<file path="config.mk">
export PLATFORM = sky130hd
export DESIGN_NAME = pchk_stats
export DESIGN_NICKNAME = d
export VERILOG_FILES = /design/src/rtl/pchk_pkg.sv /design/src/rtl/pchk_stats.sv
export SDC_FILE = /design/constraint.sdc
export NUM_CORES = 1
export LEC_CHECK = 0
export ABC_CLOCK_PERIOD_IN_PS = 2100
export CORE_ASPECT_RATIO = 0.9
export CORE_MARGIN = 3
export CORE_UTILIZATION = 35
export CTS_CLUSTER_SIZE = 28
export DETAILED_ROUTE_END_ITERATION = 7
export DONT_BUFFER_PORTS = 1
export GPL_TIMING_DRIVEN = 0
export HOLD_SLACK_MARGIN = 0.05
export PLACE_DENSITY = 0.57
export SLEW_MARGIN = 20
export SYNTH_ARGS = -nofsm -noshare
export SYNTH_HDL_FRONTEND = slang
export SYNTH_SLANG_ARGS = --single-unit
</file>
<file path="constraint.sdc">
create_clock -name clk -period 2.1 [get_ports clk]
set_clock_uncertainty 0.2 [all_clocks]
set_input_delay 0.315 -clock clk [delete_from_list [all_inputs] [get_ports clk]]
set_output_delay 0.315 -clock clk [all_outputs]
set_load 0.005 [all_outputs]
</file>
<file path="src/rtl/pchk_pkg.sv">
package pchk_pkg;

    localparam logic [15:0] PCHK_ID = 16'h0065;
    localparam int CNT_W = 16;
    localparam int ERR_W = 8;

    typedef enum logic [2:0] {
        A_STATUS = 3'd0,
        A_CTRL   = 3'd1,
        A_EXC    = 3'd2,
        A_SEL    = 3'd3,
        A_CNT    = 3'd4
    } addr_e;

    typedef struct packed {
        logic [7:0]       chan;
        logic [7:0]       rsv_hi;
        logic [ERR_W-1:0] err;
        logic [4:0]       rsv_lo;
        logic             miss_eop;
        logic             miss_sop;
        logic             data_err;
    } exc_t;

    typedef struct packed {
        logic       srst;
        logic [8:0] throttle;
        logic       enable;
    } ctrl_t;

    function automatic logic [CNT_W-1:0] sat_add(logic [CNT_W-1:0] v, logic [CNT_W-1:0] a);
        logic [CNT_W:0] s;
        s = {1'b0, v} + {1'b0, a};
        return s[CNT_W] ? {CNT_W{1'b1}} : s[CNT_W-1:0];
    endfunction

endpackage

</file>
<file path="src/rtl/pchk_stats.sv">
module pchk_stats
    import pchk_pkg::*;
#(
    parameter int NCH  = 4,
    parameter int SYMS = 2,
    localparam int CH_W = $clog2(NCH)
) (
    input  logic             clk,
    input  logic             rst,
    input  logic             clr,
    input  logic             beat,
    input  logic [CH_W-1:0]  chan,
    input  logic             mism,
    input  logic             eop,
    input  logic [7:0]       sel,
    output logic [CNT_W-1:0] pkt_o,
    output logic [CNT_W-1:0] sym_o,
    output logic [CNT_W-1:0] err_o
);
    localparam logic [CNT_W-1:0] SYM_INC = CNT_W'(SYMS);

    logic [CNT_W-1:0] pkt_q [NCH];
    logic [CNT_W-1:0] sym_q [NCH];
    logic [CNT_W-1:0] err_q [NCH];

    for (genvar i = 0; i < NCH; i++) begin : g_ch
        logic hit;
        assign hit = beat && (chan == CH_W'(i));

        always_ff @(posedge clk) begin
            if (rst || clr) begin
                pkt_q[i] <= '0;
                sym_q[i] <= '0;
                err_q[i] <= '0;
            end else if (hit) begin
                sym_q[i] <= sat_add(sym_q[i], SYM_INC);
                if (eop)  pkt_q[i] <= sat_add(pkt_q[i], CNT_W'(1));
                if (mism) err_q[i] <= sat_add(err_q[i], CNT_W'(1));
            end
        end

        // a saturated symbol counter stays saturated
        p_sym_sat_r9: assert property (@(posedge clk) disable iff (rst)
            (sym_q[i] == {CNT_W{1'b1}} && !clr) |=> sym_q[i] == {CNT_W{1'b1}});
        // soft reset empties the counters
        p_clear_r10: assert property (@(posedge clk) disable iff (rst)
            clr |=> (sym_q[i] == '0 && pkt_q[i] == '0 && err_q[i] == '0));
    end

    always_comb begin
        if (sel < 8'(NCH)) begin
            pkt_o = pkt_q[sel[CH_W-1:0]];
            sym_o = sym_q[sel[CH_W-1:0]];
            err_o = err_q[sel[CH_W-1:0]];
        end else begin
            pkt_o = '0;
            sym_o = '0;
            err_o = '0;
        end
    end
endmodule

</file>
# Word-level counts from Yosys, hierarchy flattened

Memory sizes are Yosys's and may differ from the RTL's.
Cells that the tools add are included.

Output and inout port bits: 48
Memories kept: 3
Memory bits (writable): 192
Flip-flop bits (word level): 0
Input bits: 16
Logic and storage cells: 104

Magnitude comparators: 1
Equality and inequality tests: 3
Mux-type cells: 67
Reductions and logical operators: 6
Add/sub/neg operators: 12
Bitwise operators: 12

Memory list:

| memory | words | width | read ports | clocked after memory_dff | wr ports | RTL line         | text |
|---|---|---|---|---|---|---|---|
| err_q  | 4     | 16    | 5          | 0                        | 4        | pchk_stats.sv:24 | `logic [CNT_W-1:0] err_q [NCH];` |
| pkt_q  | 4     | 16    | 5          | 0                        | 4        | pchk_stats.sv:22 | `logic [CNT_W-1:0] pkt_q [NCH];` |
| sym_q  | 4     | 16    | 5          | 0                        | 4        | pchk_stats.sv:23 | `logic [CNT_W-1:0] sym_q [NCH];` |

Operators by type and width:

| operator                                            | number |
|---|---|
| two-way mux 16 bit                                  | 27 |
| adder 16 x 1 -> 17 bit, second input constant       | 8 |
| adder 16 x 2 -> 17 bit, second input constant       | 4 |
| two-way mux 1 bit                                   | 40 |
| bitwise OR 1 bit                                    | 12 |
| < comparator 8 x 3 -> 1 bit, second input constant  | 1 |
| equality test 2 bit, second input constant          | 2 |
| logical AND 1 bit                                   | 4 |
| equality test 2 x 1 -> 1 bit, second input constant | 1 |
| logical NOT 2 bit                                   | 1 |
| logical OR 1 bit                                    | 1 |

# Logic depth before layout (Yosys ltp)

Depth in word-level cells: 6
Mapped depth: 6
Depth with buffers taken out: 5

# Worst setup path after synthesis

Ideal clock, no wire load.

Kind: in2reg
Start point: input port clr
End point: memory err_q[3][0], enable pin
Slack: 0.067 ns
Data arrival time: 1.445 ns
Library setup time: 0.388 ns
Required time: 1.512 ns
Cell stages on the path: 4
Buffers on the path: 1
Path through: or2_1 -> clkbuf_1 -> nor2_1 -> nor2_1

RTL lines:

| item        | RTL line         | text |
|---|---|---|
| from (decl) | pchk_stats.sv:10 | `input logic clr,` |
| to (decl)   | pchk_stats.sv:24 |  |

==> impl_results.md <==
* Status: finished with violations
* Failing checks: negative setup slack
* Worst hold start: eop
* Netlist cell types at 49
* Cells after Synth at 1,095
* IO buf count at 0
* WL/cell at 19.6 um
* Worst-case vdd ir drop at 0.607 mV
* Setup crit end kind: output pin
* Hold EP: pkt_q[1][3]
* First-pass DRT Iterations at 7
* FF/Latch Area at between 5000 and 6000 um2
* Share of cells above drive strength 1 at between 30 and 40%
* Reg2reg end: sym_q[0][2]
* Slew at the pin closest to its max-slew limit at slightly above 0.9 ns
* Flops & latches, synth at 192
* Final Hold Viols at 0
* Slew Limit Fails at 0
* Clock slew at reported path FFs at around 0.090 ns
* Worst endpoint data arrival time at 1.69 ns
* Post-synth EDFFs at about 190
* PD cells at just under 600 nW/um2
* P_int at between 6 and 7 mW
* Combinational share of power at 13.1%
* RSZ-0062 raised after global routing: yes
* Async set-reset flop share out of synthesis at 0%
* # placed instances at roughly 1,600
* Hold crit path type: in -> reg
* Seq pwr share at 50.0%
* Dpl cell area at 12,700 um2
* Root buffer cell: clkbuf_16
* Worst reg2reg path startpoint: sym_q[0][8]
* Routed wire length at 35,700 um
* Die Y at 182 um
* Worst Hold Depth at 2
* Clk sink count at approximately 190
* Multi-input logic area at 6540 um2
* Fin worst setup slack at -0.100 ns
* Final total power at 9.37 mW
* Total of max-cap violations at 0
* Max Clk Rate at 0.454 GHz
* Grt ovf at 0
* Final nets at between 1,000 and 1,500
* CTS tree: built
* Worst Path Required at between 1.5 and 2 ns
* CTS Buf Count at 17
* Minimum clock period at approximately 2.2 ns
* Vias in the first global route at 9,165
* Most used flip-flop cell after synthesis: edfxtp_1
* Crit path cell chain: mux4_2 -> and3_4
* ANT nets after route at 0
* Slowest-stage cell, CP: edfxtp_1
* Initial antenna violation count at 2
* Gr usage total at 18.3%
* Standby leakage power at ~5.6 nW
* Width of the die at 202 um
* Largest net degree at the start of global routing at 21
* Fin cells at 1,824
* Clk_lat worst skew at about 0.45 ns
* Initial core utilization at 36.0%
* # fillers at 3,026
* DP Worst Slack at -0.594 ns
* DIE AREA at about 37,000 um2
* Syn Nets at about 1,100
* Ports at 64
* Gpl congestion at 0.837
* Diodes inserted at 0
* Power share of the clock group at between 30% and 40%
* Commonest non-fill, non-tap cell in the layout: buf_4
* Synth warnings at 0
* # DRC at 0
* Syn Area/Cell at 11.0 um2
* R2R cell count at 7
* Post-Syn Area at 12,000 um2
* Layout Area Growth over Synthesis at 31.3%
* Post-DR vias/cell at 5.48
* Via count at 10,000
* First-pass GRT wire length at 52,900 um
* CP startpoint: sym_q[0][8]
* Layout Cell Area excl Fill at 15,800 um2
* R2R setup slack at -0.02 ns
* H-tree depth at 4
* Initial DRC count at 832
* Switch Pwr at about 2.6 mW
* DP HPWL at between 20,000 and 25,000 um
* Most frequent cells in the layout: buf_4, edfxtp_1, a21oi_1, xnor2_1, nor3_1
* Setup violations, final at 41
* Fin crit share at 105%
* Seq/Total Area, Yosys at 47.9%
* Crit start category: register
* Max incr delay on CP at between 0.5 and 0.6 ns
* Bufs on Longest Clock Path at 2
* Std-Cell Rows at 63
* Crit path max fanout at 5
* Sw Ratio at 27.5%
* Max-slew headroom at 38.9%
* Core area at 33,400 um2
* Worst Path Class, Setup: reg -> out
[metal layers]
metal	track usage (%)	up-vias	part of all wire, %
met1	25.6	4925	45
met5	0	-	0.092
met4	5.05	4	2.0
met2	28.7	273	46
li1	-	4758	-
met3	4.27	41	6.7
[critical path: cells and delay by family, from the launching register on]
| family | cells | cell delay (ns) |
|---|---|---|
| flip-flops | 1 | 0.51 |
| multiplexers | 1 | 0.51 |
| AND/OR/NAND/NOR | 1 | 0.21 |
[cells by family (layout without fill, tap and decap cells)]
group	after synthesis	count (layout)	synth area share, %
fa+ha+maj	12	12	1.25
buf+inv	98	372	3.47
mux	51	51	9.22
flops	192	192	47.9
xor+xnor	114	114	8.29
simple gates	420	420	20.2
compound gates	208	208	9.73
[worst max path at each step]
stage / endpoint / slack, ns / depth (start not counted)
after floorplan: err_q[3][0] / 0.07 / 4
after global placement: err_q[1][4] / -0.51 / 4
after detailed placement: err_o[11] / -0.59 / 4
after CTS: sym_o[8] / -0.11 / 2
after global routing: sym_o[8] / -0.16 / 2
final: sym_o[8] / -0.10 / 2
[layout make-up]
cell class,count,share of cell area (%)
repair buffers,244,11.8
clock buffers,17,2.69
plain buffers,51,1.94
clock inverters,15,1.17
multi-input cells,805,41.3
inverters,45,1.07
well taps,455,3.60
flip-flops and latches,192,36.4
[stage by stage]
step / TNS, ns / hold WS (ns) / util (%)
after detailed placement: -35.68 / 0.443 / 37.9
after global routing: -4.85 / 0.0998 / 47.3
after floorplan: 0 / 0.361 / -
final: -1.57 / 0.0813 / 47.3
after global placement: -82.04 / 0.445 / 37.8
after CTS: -2.27 / 0.0720 / 44.2
[state kept, by name, summed over array words and instances, names as in the netlist]
register and cells:
err_q 64, pkt_q 64, sym_q 64
[cells in the mapped netlist, drive strengths merged (11+ instances only)]
library cell | n | share of area (%)
inv | 45 | 1.4
nand2 | 53 | 1.7
nor3 | 59 | 2.5
nor4 | 28 | 2.1
mux4 | 48 | 9.0
ha | 12 | 1.2
xor2 | 21 | 1.5
nand3 | 51 | 2.4
nor2 | 64 | 2.0
buf | 26 | 1.2
a31oi | 16 | 0.83
and4 | 11 | 0.80
edfxtp | 192 | 48
and3 | 73 | 3.8
xnor2 | 93 | 6.8
clkbuf | 27 | 0.84
nand4 | 45 | 2.6
a21oi | 161 | 7.0
[timing repair]
item                                    CTS  global route
buffers inserted                        147            88
endpoints found under the setup margin  170           193
pin swaps                                10            31
gates resized for setup                  81            92
gates cloned                              0             3
hold buffers                              2             0
endpoints found under the hold margin     4             0
[power groups by stage]
stage / Clock (mW) / Sequential, mW / Combinational, mW
CTS: 3.53 / 4.68 / 1.06
detailed placement: 0 / 4.88 / 0.690
global route: 3.67 / 4.70 / 1.32
global placement: 0 / 4.87 / 0.667
floorplan: 0 / 4.74 / 0.533
finish: 3.46 / 4.68 / 1.23
Note: power is estimated with default switching activity, not from simulation.
